<file path="src/rtl/adcseq_pkg.sv">
package adcseq_pkg;

  typedef enum logic [1:0] {
    PWR_OFF  = 2'd0,
    PWR_WAKE = 2'd1,
    PWR_ON   = 2'd2
  } pwr_state_e;

  // register addresses whose values the bench depends on
  localparam int unsigned CTRL_ADDR  = 0;
  localparam int unsigned STAB_ADDR  = 1;
  localparam int unsigned RLEN_ADDR  = 2;
  localparam int unsigned ILEN_ADDR  = 3;
  localparam int unsigned RSLOT_BASE = 16;
  localparam int unsigned ISLOT_BASE = 32;

  // a list position is final when it equals the stored count-minus-one
  function automatic logic last_slot(input int unsigned idx, input int unsigned len_m1);
    return idx == len_m1;
  endfunction

  // the settling countdown has run out
  function automatic logic wake_elapsed(input int unsigned remaining);
    return remaining == 0;
  endfunction

endpackage

</file>
<file path="src/rtl/adcseq_regs.sv">
module adcseq_regs #(
  parameter int NUM_REG    = 16,
  parameter int NUM_INJ    = 4,
  parameter int CH_W       = 4,
  parameter int ADDR_W     = 6,
  parameter int STAB_W     = 16,
  parameter int STAB_RESET = 16,
  localparam int RLEN_W    = $clog2(NUM_REG),
  localparam int ILEN_W    = $clog2(NUM_INJ)
) (
  input  logic                              clk,
  input  logic                              rst_n,
  input  logic                              wr_en,
  input  logic [ADDR_W-1:0]                 wr_addr,
  input  logic [31:0]                       wr_data,
  output logic [NUM_REG-1:0][CH_W-1:0]      rslots,
  output logic [NUM_INJ-1:0][CH_W-1:0]      islots,
  output logic [RLEN_W-1:0]                 rlen,
  output logic [ILEN_W-1:0]                 ilen,
  output logic [STAB_W-1:0]                 stab_cycles,
  output logic                              ctrl_wr,
  output logic                              ctrl_en,
  output logic                              rlist_wr,
  output logic                              ilist_wr
);
  import adcseq_pkg::*;

  logic [NUM_REG-1:0] rslot_hit;
  logic [NUM_INJ-1:0] islot_hit;
  logic               stab_hit, rlen_hit, ilen_hit;
  logic               unused_wr_hi;

  assign ctrl_wr  = wr_en && (wr_addr == ADDR_W'(CTRL_ADDR));
  assign ctrl_en  = wr_data[0];
  assign stab_hit = wr_en && (wr_addr == ADDR_W'(STAB_ADDR));
  assign rlen_hit = wr_en && (wr_addr == ADDR_W'(RLEN_ADDR));
  assign ilen_hit = wr_en && (wr_addr == ADDR_W'(ILEN_ADDR));
  assign rlist_wr = rlen_hit || (|rslot_hit);
  assign ilist_wr = ilen_hit || (|islot_hit);
  assign unused_wr_hi = ^wr_data[31:STAB_W];

  for (genvar i = 0; i < NUM_REG; i++) begin : g_rslot
    assign rslot_hit[i] = wr_en && (wr_addr == ADDR_W'(RSLOT_BASE + i));
    always_ff @(posedge clk or negedge rst_n) begin
      if (!rst_n)            rslots[i] <= '0;
      else if (rslot_hit[i]) rslots[i] <= wr_data[CH_W-1:0];
    end
  end

  for (genvar j = 0; j < NUM_INJ; j++) begin : g_islot
    assign islot_hit[j] = wr_en && (wr_addr == ADDR_W'(ISLOT_BASE + j));
    always_ff @(posedge clk or negedge rst_n) begin
      if (!rst_n)            islots[j] <= '0;
      else if (islot_hit[j]) islots[j] <= wr_data[CH_W-1:0];
    end
  end

  always_ff @(posedge clk or negedge rst_n) begin
    if (!rst_n) begin
      rlen        <= '0;
      ilen        <= '0;
      stab_cycles <= STAB_W'(STAB_RESET);
    end else begin
      if (rlen_hit) rlen        <= wr_data[RLEN_W-1:0];
      if (ilen_hit) ilen        <= wr_data[ILEN_W-1:0];
      if (stab_hit) stab_cycles <= wr_data[STAB_W-1:0];
    end
  end

endmodule

</file>
<file path="src/rtl/adcseq_power.sv">
module adcseq_power #(
  parameter int STAB_W = 16
) (
  input  logic              clk,
  input  logic              rst_n,
  input  logic              ctrl_wr,
  input  logic              ctrl_en,
  input  logic [STAB_W-1:0] stab_cycles,
  output logic              pwr_on,
  output logic              start_req,
  output logic              stop_req,
  output logic              early_flag
);
  import adcseq_pkg::*;

  pwr_state_e        state;
  logic [STAB_W-1:0] wake_cnt;
  logic              wake_req, early_hit;

  assign stop_req  = ctrl_wr && !ctrl_en;
  assign wake_req  = ctrl_wr && ctrl_en && (state == PWR_OFF);
  assign early_hit = ctrl_wr && ctrl_en && (state == PWR_WAKE);
  assign start_req = ctrl_wr && ctrl_en && (state == PWR_ON);
  assign pwr_on    = (state == PWR_ON);

  always_ff @(posedge clk or negedge rst_n) begin
    if (!rst_n) begin
      state      <= PWR_OFF;
      wake_cnt   <= '0;
      early_flag <= 1'b0;
    end else if (stop_req) begin
      state      <= PWR_OFF;
      wake_cnt   <= '0;
      early_flag <= 1'b0;
    end else begin
      if (early_hit) early_flag <= 1'b1;
      case (state)
        PWR_OFF: if (wake_req) begin
          state    <= PWR_WAKE;
          wake_cnt <= stab_cycles;
        end
        PWR_WAKE: begin
          if (wake_elapsed(32'(wake_cnt))) state <= PWR_ON;
          else                             wake_cnt <= wake_cnt - 1'b1;
        end
        default: ;
      endcase
    end
  end

endmodule

</file>
<file path="src/rtl/adcseq_engine.sv">
module adcseq_engine #(
  parameter int NUM_REG = 16,
  parameter int NUM_INJ = 4,
  parameter int CH_W    = 4,
  parameter int DATA_W  = 12,
  localparam int RLEN_W = $clog2(NUM_REG),
  localparam int ILEN_W = $clog2(NUM_INJ)
) (
  input  logic                          clk,
  input  logic                          rst_n,
  input  logic                          pwr_on,
  input  logic                          start_req,
  input  logic                          stop_req,
  input  logic                          inj_trig,
  input  logic                          rlist_wr,
  input  logic                          ilist_wr,
  input  logic [NUM_REG-1:0][CH_W-1:0]  rslots,
  input  logic [NUM_INJ-1:0][CH_W-1:0]  islots,
  input  logic [RLEN_W-1:0]             rlen,
  input  logic [ILEN_W-1:0]             ilen,
  input  logic                          conv_done,
  input  logic [DATA_W-1:0]             conv_data,
  output logic                          conv_start,
  output logic [CH_W-1:0]               conv_chan,
  output logic [DATA_W-1:0]             reg_result,
  output logic [NUM_INJ-1:0][DATA_W-1:0] inj_res,
  output logic                          eoc,
  output logic                          reg_eos,
  output logic                          inj_eos,
  output logic                          busy,
  output logic                          issue,
  output logic                          abandon,
  output logic                          accept_done
);
  import adcseq_pkg::*;

  logic              reg_active, inj_active, cur_inj;
  logic [RLEN_W-1:0] reg_idx;
  logic [ILEN_W-1:0] inj_idx;
  logic [CH_W-1:0]   next_chan;
  logic              inj_accept;

  // the in-flight conversion belongs to a list that is being rewritten
  assign abandon     = busy && ((rlist_wr && !cur_inj) || (ilist_wr && cur_inj));
  assign accept_done = busy && conv_done && !abandon && !stop_req;
  assign issue       = pwr_on && !stop_req && !busy && !rlist_wr && !ilist_wr &&
                       (inj_active || reg_active);
  assign next_chan   = inj_active ? islots[inj_idx] : rslots[reg_idx];
  assign inj_accept  = inj_trig && pwr_on && !inj_active;

  always_ff @(posedge clk or negedge rst_n) begin
    if (!rst_n) begin
      reg_active <= 1'b0;  inj_active <= 1'b0;
      reg_idx    <= '0;    inj_idx    <= '0;
      busy       <= 1'b0;  cur_inj    <= 1'b0;
      conv_start <= 1'b0;  conv_chan  <= '0;
      reg_result <= '0;    inj_res    <= '0;
      eoc        <= 1'b0;  reg_eos    <= 1'b0;  inj_eos <= 1'b0;
    end else begin
      conv_start <= 1'b0;
      eoc        <= 1'b0;
      reg_eos    <= 1'b0;
      inj_eos    <= 1'b0;
      if (stop_req) begin
        reg_active <= 1'b0;  inj_active <= 1'b0;
        reg_idx    <= '0;    inj_idx    <= '0;
        busy       <= 1'b0;
      end else begin
        if (start_req && !reg_active) begin
          reg_active <= 1'b1;
          reg_idx    <= '0;
        end
        if (inj_accept) begin
          inj_active <= 1'b1;
          inj_idx    <= '0;
        end
        if (rlist_wr && reg_active) reg_idx <= '0;
        if (ilist_wr && inj_active) inj_idx <= '0;
        if (abandon) busy <= 1'b0;
        if (accept_done) begin
          busy <= 1'b0;
          eoc  <= 1'b1;
          if (cur_inj) begin
            inj_res[inj_idx] <= conv_data;
            if (last_slot(32'(inj_idx), 32'(ilen))) begin
              inj_active <= 1'b0;
              inj_eos    <= 1'b1;
            end else begin
              inj_idx <= inj_idx + 1'b1;
            end
          end else begin
            reg_result <= conv_data;
            if (last_slot(32'(reg_idx), 32'(rlen))) begin
              reg_active <= 1'b0;
              reg_eos    <= 1'b1;
            end else if (!rlist_wr) begin
              reg_idx <= reg_idx + 1'b1;
            end
          end
        end
        if (issue) begin
          busy       <= 1'b1;
          cur_inj    <= inj_active;
          conv_start <= 1'b1;
          conv_chan  <= next_chan;
        end
      end
    end
  end

endmodule

</file>
<file path="src/rtl/adc_seq_ctrl.sv">
module adc_seq_ctrl #(
  parameter int NUM_REG    = 16,
  parameter int NUM_INJ    = 4,
  parameter int CH_W       = 4,
  parameter int DATA_W     = 12,
  parameter int ADDR_W     = 6,
  parameter int STAB_W     = 16,
  parameter int STAB_RESET = 16,
  localparam int RLEN_W    = $clog2(NUM_REG),
  localparam int ILEN_W    = $clog2(NUM_INJ)
) (
  input  logic                      clk,
  input  logic                      rst_n,
  input  logic                      wr_en,
  input  logic [ADDR_W-1:0]         wr_addr,
  input  logic [31:0]               wr_data,
  input  logic                      inj_trig,
  output logic                      conv_start,
  output logic [CH_W-1:0]           conv_chan,
  input  logic                      conv_done,
  input  logic [DATA_W-1:0]         conv_data,
  output logic [DATA_W-1:0]         reg_result,
  output logic [NUM_INJ*DATA_W-1:0] inj_results,
  output logic                      eoc,
  output logic                      reg_eos,
  output logic                      inj_eos,
  output logic                      pwr_on,
  output logic                      early_flag
);

  logic [NUM_REG-1:0][CH_W-1:0]   rslots;
  logic [NUM_INJ-1:0][CH_W-1:0]   islots;
  logic [RLEN_W-1:0]              rlen;
  logic [ILEN_W-1:0]              ilen;
  logic [STAB_W-1:0]              stab_cycles;
  logic                           ctrl_wr, ctrl_en, rlist_wr, ilist_wr;
  logic                           start_req, stop_req;
  logic [NUM_INJ-1:0][DATA_W-1:0] inj_res;
  // internal events brought out for the checker
  logic                           eng_busy, eng_issue, eng_abandon, eng_accept;

  adcseq_regs #(
    .NUM_REG(NUM_REG), .NUM_INJ(NUM_INJ), .CH_W(CH_W), .ADDR_W(ADDR_W),
    .STAB_W(STAB_W), .STAB_RESET(STAB_RESET)
  ) u_regs (
    .clk(clk), .rst_n(rst_n), .wr_en(wr_en), .wr_addr(wr_addr), .wr_data(wr_data),
    .rslots(rslots), .islots(islots), .rlen(rlen), .ilen(ilen),
    .stab_cycles(stab_cycles), .ctrl_wr(ctrl_wr), .ctrl_en(ctrl_en),
    .rlist_wr(rlist_wr), .ilist_wr(ilist_wr)
  );

  adcseq_power #(.STAB_W(STAB_W)) u_power (
    .clk(clk), .rst_n(rst_n), .ctrl_wr(ctrl_wr), .ctrl_en(ctrl_en),
    .stab_cycles(stab_cycles), .pwr_on(pwr_on), .start_req(start_req),
    .stop_req(stop_req), .early_flag(early_flag)
  );

  adcseq_engine #(
    .NUM_REG(NUM_REG), .NUM_INJ(NUM_INJ), .CH_W(CH_W), .DATA_W(DATA_W)
  ) u_engine (
    .clk(clk), .rst_n(rst_n), .pwr_on(pwr_on), .start_req(start_req),
    .stop_req(stop_req), .inj_trig(inj_trig), .rlist_wr(rlist_wr),
    .ilist_wr(ilist_wr), .rslots(rslots), .islots(islots), .rlen(rlen),
    .ilen(ilen), .conv_done(conv_done), .conv_data(conv_data),
    .conv_start(conv_start), .conv_chan(conv_chan), .reg_result(reg_result),
    .inj_res(inj_res), .eoc(eoc), .reg_eos(reg_eos), .inj_eos(inj_eos),
    .busy(eng_busy), .issue(eng_issue), .abandon(eng_abandon),
    .accept_done(eng_accept)
  );

  assign inj_results = inj_res;

endmodule

</file>
<file path="config.mk">
export PLATFORM = sky130hd
export DESIGN_NAME = adc_seq_ctrl
export DESIGN_NICKNAME = d
export VERILOG_FILES = /design/src/rtl/adcseq_pkg.sv /design/src/rtl/adcseq_regs.sv /design/src/rtl/adcseq_power.sv /design/src/rtl/adcseq_engine.sv /design/src/rtl/adc_seq_ctrl.sv
export SDC_FILE = /design/constraint.sdc
export NUM_CORES = 1
export LEC_CHECK = 0
export CAP_MARGIN = 20
export CORE_MARGIN = 2
export CORE_UTILIZATION = 50
export CTS_CLUSTER_DIAMETER = 120
export DETAILED_ROUTE_END_ITERATION = 7
export MAX_ROUTING_LAYER = met4
export PLACE_DENSITY = 0.82
export SLEW_MARGIN = 20
export SYNTH_ARGS = -nofsm -noshare
export SYNTH_HDL_FRONTEND = slang
export SYNTH_HIERARCHICAL = 1
export SYNTH_SLANG_ARGS = --single-unit
</file>
<file path="constraint.sdc">
create_clock -name clk -period 3.5 [get_ports clk]
set_input_delay 0.35 -clock clk [delete_from_list [all_inputs] [get_ports clk]]
set_output_delay 0.35 -clock clk [all_outputs]
set_load 0.01 [all_outputs]
</file>
== Word-level counts from Yosys, hierarchy flattened ==
Index checks and enable logic that the tools add are counted.

* Add/sub/neg operators: 3
* Multipliers: 0
* Divide/modulo/power cells: 0
* $lt $le $gt $ge: 3
* Eq/ne operators: 30
* Shift-type cells: 0
* Multiplexer cells: 57
* Bitwise operators: 2
* Reductions and logical operators: 72

{| class="wikitable"
|+ Operators with widths
! kind !! number
|-
| equality test 6 x 5 -> 1 bit, second input constant || 16
|-
| bitwise mux 48 bit || 1
|-
| two-way mux 16 bit || 3
|-
| logical AND 1 bit || 46
|-
| two-way mux 4 bit || 10
|-
| case mux 16 bit (2 select lines) || 1
|-
| two-way mux 1 bit || 28
|-
| demux 12 bit (select 2 bit) || 1
|-
| equality test 6 bit, second input constant || 4
|-
| two-way mux 2 bit || 9
|-
| binary-select mux 4 bit (select 4 bit) || 1
|-
| logical NOT 16 bit || 1
|-
| OR reduction 16 bit || 1
|-
| subtractor 16 x 1 -> 16 bit, second input constant || 1
|-
| equality test 6 x 2 -> 1 bit, second input constant || 2
|-
| two-way mux 12 bit || 1
|-
| AND reduction 3 bit || 4
|-
| logical NOT 1 bit || 9
|-
| binary-select mux 4 bit (select 2 bit) || 1
|-
| equality test 6 x 1 -> 1 bit, second input constant || 1
|-
| logical NOT 6 bit || 1
|-
| inequality test 3 x 2 -> 1 bit, second input constant || 2
|-
| less-than comparator 4 x 5 -> 1 bit, second input constant || 1
|-
| adder 4 x 1 -> 4 bit, second input constant || 1
|-
| other kinds (17) || 21
|}

* Register bits: 199
* Bits in latches: 0
* Memory bits (writable): 0
* Bits in read-only memories: 0
* Input bits: 55
* Output and inout port bits: 70
* Word-level logic and storage cells: 209
* Memories kept: 0

== Logic depth before layout (Yosys ltp) ==
Gate-level depths: netlist of the first run.

* Depth in word-level cells: 13
* Gate-level depth with buffers: 11
* Gate-level depth less buffers: 8

== By module ==
The synthesis of the first run kept the hierarchy.

{| class="wikitable"
|+ By module, submodules not included
! module !! times used !! cells each !! area each (um^2) !! seq. area each (um^2)
|-
| adcseq_regs || 1 || 265 || 4,058.9 || 2,553.7
|-
| adcseq_engine || 1 || 341 || 3,891.2 || 1,951.9
|-
| adcseq_power || 1 || 145 || 1,266.2 || 475.5
|}

== Worst setup path after synthesis of the first run ==
OpenSTA, ideal clock, no wires.

* Path type: input port to flip-flop
* Start: input port wr_addr[0]
* End: register u_engine.reg_idx[3]
* Library setup time: 82 ps
* Arrival time: 2,473 ps
* Required time: 3,418 ps
* Path slack: 945 ps
* Stages on the path: 10
* Path buffers: 2
* Path through: clkbuf_1 nor4_1 and2_1 nand2b_1 clkinv_1 nand3b_4 or3_1 buf_6 or4_1 a31oi_1

* Elaborated cells on any way between the ends: 70
* Classes of those cells: 22 x eq/ne; 7 x mux; 41 x reduce/logical

{| class="wikitable"
|+ RTL lines
! element !! RTL line !! RTL
|-
| from (decl) || adc_seq_ctrl.sv:15 || <nowiki>input logic [ADDR_W-1:0] wr_addr,</nowiki>
|-
| logical NOT 6 bit * || adcseq_regs.sv:33 || <nowiki>assign ctrl_wr = wr_en && (wr_addr == ADDR_W'(CTRL_ADDR));</nowiki>
|-
| logical AND 1 bit * || adcseq_regs.sv:33 ||
|-
| via ctrl_wr || adc_seq_ctrl.sv:36 || <nowiki>logic ctrl_wr, ctrl_en, rlist_wr, ilist_wr;</nowiki>
|-
| logical AND 1 bit * || adcseq_power.sv:20 || <nowiki>assign stop_req = ctrl_wr && !ctrl_en;</nowiki>
|-
| via stop_req || adc_seq_ctrl.sv:37 || <nowiki>logic start_req, stop_req;</nowiki>
|-
| logical NOT 1 bit || adcseq_engine.sv:45 || <nowiki>assign accept_done = busy && conv_done && !abandon && !stop_req;</nowiki>
|-
| logical AND 1 bit || adcseq_engine.sv:45 ||
|-
| two-way mux 4 bit || adcseq_engine.sv:80 || <nowiki>if (accept_done) begin</nowiki>
|-
| two-way mux 4 bit * || adcseq_engine.sv:64 || <nowiki>if (stop_req) begin</nowiki>
|-
| to (signal assigned) || adcseq_engine.sv:97 || <nowiki>reg_idx <= reg_idx + 1'b1;</nowiki>
|-
| to (decl) || adcseq_engine.sv:38 || <nowiki>logic [RLEN_W-1:0] reg_idx;</nowiki>
|}

Mark *: on every way through the listed nets, which the timed path passes. The rest lies on a longest branch.
A chain may end at the register's enable or synchronous reset.

== Worst setup path in the final report of the first run ==
* Start: input port wr_addr[1]
* End: register u_engine/inj_res[17] in the netlist's numbering

* Elaborated cells on any way between the ends: 61
* Classes of those cells: 22 x eq/ne; 1 x bitwise; 38 x reduce/logical

{| class="wikitable"
|+ RTL lines
! element !! RTL line !! RTL
|-
| logical NOT 6 bit * || adcseq_regs.sv:33 ||
|-
| logical AND 1 bit * || adcseq_regs.sv:33 ||
|-
| via ctrl_wr || adc_seq_ctrl.sv:36 ||
|-
| logical AND 1 bit * || adcseq_power.sv:20 ||
|-
| via stop_req || adc_seq_ctrl.sv:37 ||
|-
| logical NOT 1 bit || adcseq_engine.sv:45 ||
|-
| logical AND 1 bit || adcseq_engine.sv:45 ||
|-
| AND reduction 3 bit (no source line) * || -- ||
|-
| to (signal, indexed assignment) || adcseq_engine.sv:84 || <nowiki>inj_res[inj_idx] <= conv_data;</nowiki>
|-
| to (decl) || adcseq_engine.sv:26 || <nowiki>output logic [NUM_INJ-1:0][DATA_W-1:0] inj_res,</nowiki>
|}

Marks and branches as above.

==> summary.txt, run 1 <==
STA
  – Worst slew margin: 0.261
  – Tmin final: 2.92 ns
  – Max Clock Skew: 0.00688 ns
  – Actual slew at the worst max-slew pin: 1.11 ns
  – Final WS setup: 0.583 ns
  – Final-report setup violation count: 0
  – Final Hold Fails: 0
  – Crit share post-route: 0.834
  – Final hold slack: 0.488 ns
  – Setup TNS: 0 ns
  – Max Freq: 0.343 GHz
  – RSZ-0062 raised after global routing: no
  – Final slew viol count: 0

Route
  – TritonRoute pass-1 iters: 4
  – DR iter-0 viols: 503
  – Number of routed nets with antenna violations: 0
  – Routed WL: 21.2 mm
  – Wire length per cell: 19.4 um
  – Vias: 6414
  – Vias per std cell: 5.85
  – DR DRC count: 0

CTS
  – Post_cts resized: 0
  – Clock Path Buffers: 2
  – CTS tree: done
  – Clock tree sinks: 199
  – # H-tree levels: 4
  – Root Buffer: clkbuf_16
  – Clock edge transition at the registers on the reported setup and hold paths: 0.07 ns
  – Clk_lat worst skew: 0.44 ns
  – CTS buffer count: 17
  – Setup bufs post-CTS: 0

Global routing
  – GRT Total Usage: 0.231
  – Largest net degree at the start of global routing: 92
  – Initial antenna violation count: 1
  – First-pass GRT wire length: 34.6 mm
  – Total gr overflow: 0
  – Vias in the first global route: 6650

Setup path
  – WP data required: 3.82 ns
  – Cell mode on critical path: buf_4
  – Worst setup path category: in -> reg
  – R2r setup slk: 1.18 ns
  – Worst r2r src: u_engine/reg_idx[0]$_DFF_PN0_
  – Reg2Reg Depth: 4
  – CP max stage delay: 0.66 ns
  – Critical path fanouts, max: 9
  – CP Launch Type: input pin
  – Critical path endpoint category: register
  – Data arrival, critical path: 3.24 ns
  – Crit-path slowest cell: clkdlybuf4s50_1
  – RR Endpoint: u_engine/conv_chan[3]$_DFFE_PN0P_
  – Critical Path, Cell by Cell: clkdlybuf4s50_1 > nor4_1 > buf_4 > and2_1 > nand2b_1 > clkinv_1 > nand3b_4 > nor3_1 > nand2_1 > buf_4 > mux2_2

Place
  – IO Port Bufs: 108
  – Worst slack, placed: 0.233 ns
  – Post-Place Cell Area: 0.0105 sq mm
  – Routability congestion estimate: 0.891
  – Detail Placement HPWL: 14.4 mm

Synthesis
  – Syn Nets: 810
  – Synth Cell Area: 0.00921 sq mm
  – Mean Syn Cell Area: 12.3 sq um
  – Post-Synthesis Cells: 749
  – Yosys warnings: 6

Status
  – Outcome: completed

Layout
  – Layout Nets: 915
  – Area grow syn2layout: 21.2%
  – Final non-filler cell area: 0.0112 sq mm
  – Most common cell after layout, fill and taps aside: dfrtp_1
  – Fraction of layout cells with a size suffix above 1: 0.260
  – Most frequent cells in the layout: 197 x dfrtp_1, 153 x mux2_2, 107 x clkdlybuf4s50_1
  – Fillers: 1355

Die
  – Die span in y: 140 um
  – # rows: 49
  – # IOs: 125
  – Die area: 0.0195 sq mm
  – Die Wd: 140 um
  – Core area: 0.0180 sq mm
  – Initial Util: 0.511

Worst hold path
  – Worst hold start: u_engine/reg_result[8]$_DFFE_PN0P_
  – Hold Crit Depth: 2
  – Min-Delay Path Class: reg -> reg
  – Hold Path End: u_engine/reg_result[8]$_DFFE_PN0P_

Pwr
  – Power Density: 687 mW/mm^2
  – Total power: 7670 uW
  – Leakage: 0.00495 uW
  – Max VDD drop: 0.000510 V

Run
  – Max-cap violations: 0
## sequential cells by signal, summed over array words and instances, names as in the netlist, 2 cells and up
register / cells
u_engine/conv_chan: 4
u_engine/inj_idx: 2
u_engine/inj_res: 48
u_engine/reg_idx: 4
u_engine/reg_result: 12
u_power/state: 2
u_power/wake_cnt: 16
u_regs/ilen: 2
u_regs/islots: 16
u_regs/rlen: 4
u_regs/rslots: 64
u_regs/stab_cycles: 16
## timing repair
action	in CTS	in global routing
endpoints found under the hold margin	3	0
setup endpoints to repair	0	0
hold buffers	1	0
## power breakdown
| group | internal [uW] | switching, uW | leakage, uW | total (uW) |
|---|---|---|---|---|
| combinational | 1330 | 988 | 0.00206 | 2320 |
| sequential | 2860 | 483 | 0.00260 | 3340 |
| clock | 1140 | 874 | 0.000290 | 2010 |
| total | 5320 | 2350 | 0.00495 | 7670 |
## worst max-delay path, delay by kind of cell
kind / cells / cell delay (ns)
buffers and inverters: 4 / 1.19
AND/OR/NAND/NOR: 6 / 1.40
multiplexers: 1 / 0.29
## through the flow
stage,std cells,utilization
2_1_floorplan,749,-
3_3_place_gp,1063,0.585
3_5_place_dp,1063,0.585
4_1_cts,1096,0.619
5_1_grt,1097,0.619
6_report,1097,0.619
## area by class of cell
type                            count  area (sq um)  area share
Clock buffer                       19           433      0.0388
Clock inverter                     13           170      0.0152
Multi-Input combinational cell    495          3980       0.356
Inverter                           10          37.5     0.00336
Antenna cell                        1          2.50    0.000224
Tap cell                          229           287      0.0257
Sequential cell                   199          4980       0.446
Timing Repair Buffer              131          1270       0.114
## worst max-delay path by stage
stage / start / to / slack, ns / depth (start not counted)
final: wr_addr[1] / u_engine/inj_res[17]$_DFFE_PN0P_ / 0.58 / 11
after global routing: wr_addr[3] / u_engine/inj_res[17]$_DFFE_PN0P_ / 0.43 / 11
after CTS: wr_addr[2] / u_engine/inj_res[17]$_DFFE_PN0P_ / 0.64 / 11
after detailed placement: wr_addr[2] / u_engine/inj_res[14]$_DFFE_PN0P_ / 0.23 / 11
after global placement: wr_addr[1] / u_engine/inj_res[14]$_DFFE_PN0P_ / 0.26 / 11
after floorplan: wr_addr[0] / u_engine/reg_idx[3]$_DFF_PN0_ / 0.94 / 10
## metal layers
metal  up-vias  wire [um]  global-route usage
li1       2930          -                   -
met1      3256       9050               0.285
met2       193      10600               0.376
met3        35       1090              0.0526
met4         0        493              0.0816
met5         -          0                   -
(Power assumes the default switching activity.)
==> inputs of run 2 (changes only) <==
==> constraint.sdc (replaced) <==
create_clock -name clk -period 2.7 [get_ports clk]
set_input_delay 0.27 -clock clk [delete_from_list [all_inputs] [get_ports clk]]
set_output_delay 0.27 -clock clk [all_outputs]
set_load 0.01 [all_outputs]
==> run 2 against run 1 <==
  * Critical path depth down 1
  * Core utilization up 0.90 points
  * Clock power up 21%
  * Power up 27%
  * Global-route usage down 1.4 points
  * Final area up 1.4%
  * Register-to-register slack worse by 0.65 ns
  * Final cell count up 1.7%
  * Non-clock buffer count up 20
  * Worst hold slack worse by 0.10 ns
  * Combinational power up 31%
  * Sequential power up 28%
  * Critical endpoint is now u_power/wake_cnt[13]$_DFFE_PN0P_
==> summary.txt, run 2 (same netlist as run 1, synthesis figures left out) <==
Die
  – # IOs: 125
  – # rows: 49
  – Die Wd: 140 um
  – Die area: 0.0195 sq mm
  – Die span in y: 140 um
  – Core area: 0.0180 sq mm
  – Initial Util: 0.511

Route
  – Vias: 6382
  – DR DRC count: 0
  – TritonRoute pass-1 iters: 4
  – Number of routed nets with antenna violations: 0
  – Wire length per cell: 18.0 um
  – Routed WL: 20.1 mm
  – DR iter-0 viols: 547
  – Vias per std cell: 5.72

CTS
  – Clk_lat worst skew: 0.43 ns
  – Clock Path Buffers: 2
  – CTS tree: done
  – Setup bufs post-CTS: 0
  – Clock tree sinks: 199
  – CTS buffer count: 17
  – # H-tree levels: 4
  – Root Buffer: clkbuf_16
  – Clock edge transition at the registers on the reported setup and hold paths: 0.07 ns

STA
  – Final slew viol count: 0
  – Max Clock Skew: 0.00795 ns
  – RSZ-0062 raised after global routing: no
  – Actual slew at the worst max-slew pin: 0.955 ns
  – Worst slew margin: 0.364
  – Final Hold Fails: 0
  – Max Freq: 0.416 GHz
  – Final WS setup: 0.297 ns
  – Tmin final: 2.40 ns
  – Final hold slack: 0.388 ns
  – Crit share post-route: 0.890
  – Final-report setup violation count: 0

Place
  – IO Port Bufs: 108
  – Detail Placement HPWL: 13.9 mm
  – Routability congestion estimate: 0.941
  – Dpl cells: 1083
  – Worst slack, placed: -0.0709 ns

Global routing
  – Met3 Resource Use GR: 0.0416
  – GRT Total Usage: 0.217
  – Layer with the highest usage: met2
  – Met2 Usage GRT: 0.338
  – First-pass GRT wire length: 32.9 mm
  – Vias in the first global route: 6326
  – Total gr overflow: 0
  – Largest net degree at the start of global routing: 74
  – Initial antenna violation count: 0
  – M1 GR Usage: 0.286

Setup path
  – Worst r2r src: u_engine/reg_idx[0]$_DFF_PN0_
  – Worst setup path category: in -> reg
  – Critical path fanouts, max: 12
  – WP data required: 3.05 ns
  – Crit path from: wr_addr[1]
  – CP Launch Type: input pin
  – Critical path endpoint category: register
  – Data arrival, critical path: 2.75 ns

Pwr
  – Max VDD drop: 0.000627 V
  – Leakage: 0.00504 uW
  – Total power: 9760 uW
  – Power Density: 862 mW/mm^2

Layout
  – Most common cell after layout, fill and taps aside: dfrtp_1
  – Most flop-heavy register: u_regs/rslots
  – Max FFs per register: 64
  – Antenna Cells: 0
  – Area grow syn2layout: 23.0%
  – Layout Nets: 935
  – Top flop regs: u_regs/rslots: 64 flops, u_engine/inj_res: 48 flops
  – Fraction of layout cells with a size suffix above 1: 0.274
  – Final non-filler cell total: 1116
  – Most frequent cells in the layout: 197 x dfrtp_1, 153 x mux2_2, 107 x clkdlybuf4s50_1

Status
  – Outcome: completed

Worst hold path
  – Min-Delay Path Class: in -> async

Run
  – Max-cap violations: 0
run 2: cell count changes in the layout (fill, tap and decap cells not counted):
cell        previous run  this run
buf_4                 21        37
clkinvlp_4             2         4
inv_8                  1         0
diode_2                1         0
inv_6                  3         1
clkbuf_1               2         4
buf_12                 1         5
bufinv_16              3         2
run 2: stage by stage:
stage / area (sq um) / setup TNS [ns] / utilization
floorplan: 9210 / 0 / -
global placement: 10700 / -0.0355 / 0.596
detailed placement: 10700 / -0.105 / 0.596
CTS: 11300 / 0 / 0.628
global route: 11300 / 0 / 0.628
finish: 11300 / 0 / 0.628
run 2: what timing repair did:
| action | 4_1_cts | 5_1_grt |
|---|---|---|
| setup endpoints to repair | 0 | 0 |
| hold buffers | 1 | 0 |
| endpoints found under the hold margin | 63 | 0 |
| resized for setup | 0 | 0 |
run 2: worst max-delay path, stage by stage:
cell,delay (ns)
clkdlybuf4s50_1,0.48
nor4_1,0.05
buf_4,0.14
and2_1,0.16
nand2b_1,0.10
clkinv_1,0.14
buf_4,0.20
a21oi_1,0.74
o311ai_0,0.32
o21ai_0,0.14
run 2: per-layer routing:
| metal | wire length (um) | up-vias | share of wire |
|---|---|---|---|
| li1 | - | 2979 | - |
| met1 | 8930 | 3186 | 0.44 |
| met2 | 9750 | 185 | 0.48 |
| met3 | 963 | 32 | 0.048 |
| met4 | 471 | 0 | 0.023 |
| met5 | 0 | - | 0 |
run 2: area by class of cell:
class	count	area (sq um)
Clock buffer	21	440
Clock inverter	11	126
Fill cell	1330	6700
Inverter	10	37.5
Multi-Input combinational cell	495	3980
Sequential cell	199	4980
Tap cell	229	287
Timing Repair Buffer	151	1470
run 2: power by group:
part | leakage [uW] | internal (uW) | switching (uW)
combinational | 0.00218 | 1780 | 1260
clock | 0.000264 | 1370 | 1070
sequential | 0.00260 | 3700 | 590
total | 0.00504 | 6840 | 2910
run 2: final timing paths:
kind / endpoint / cells after the start / slack [ns]
max in group asynchronous: u_engine/reg_idx[0]$_DFF_PN0_ / 3 / 1.53
min in group clk: u_regs/stab_cycles[8]$_DFFE_PN0P_ / 2 / 0.45
worst min-delay path: u_engine/inj_res[5]$_DFFE_PN0P_ / 2 / 0.39
worst max-delay path: u_power/wake_cnt[13]$_DFFE_PN0P_ / 10 / 0.30
worst min register to register: u_engine/reg_result[3]$_DFFE_PN0P_ / 2 / 0.47
worst max register to register: u_engine/conv_chan[0]$_DFFE_PN0P_ / 4 / 0.53
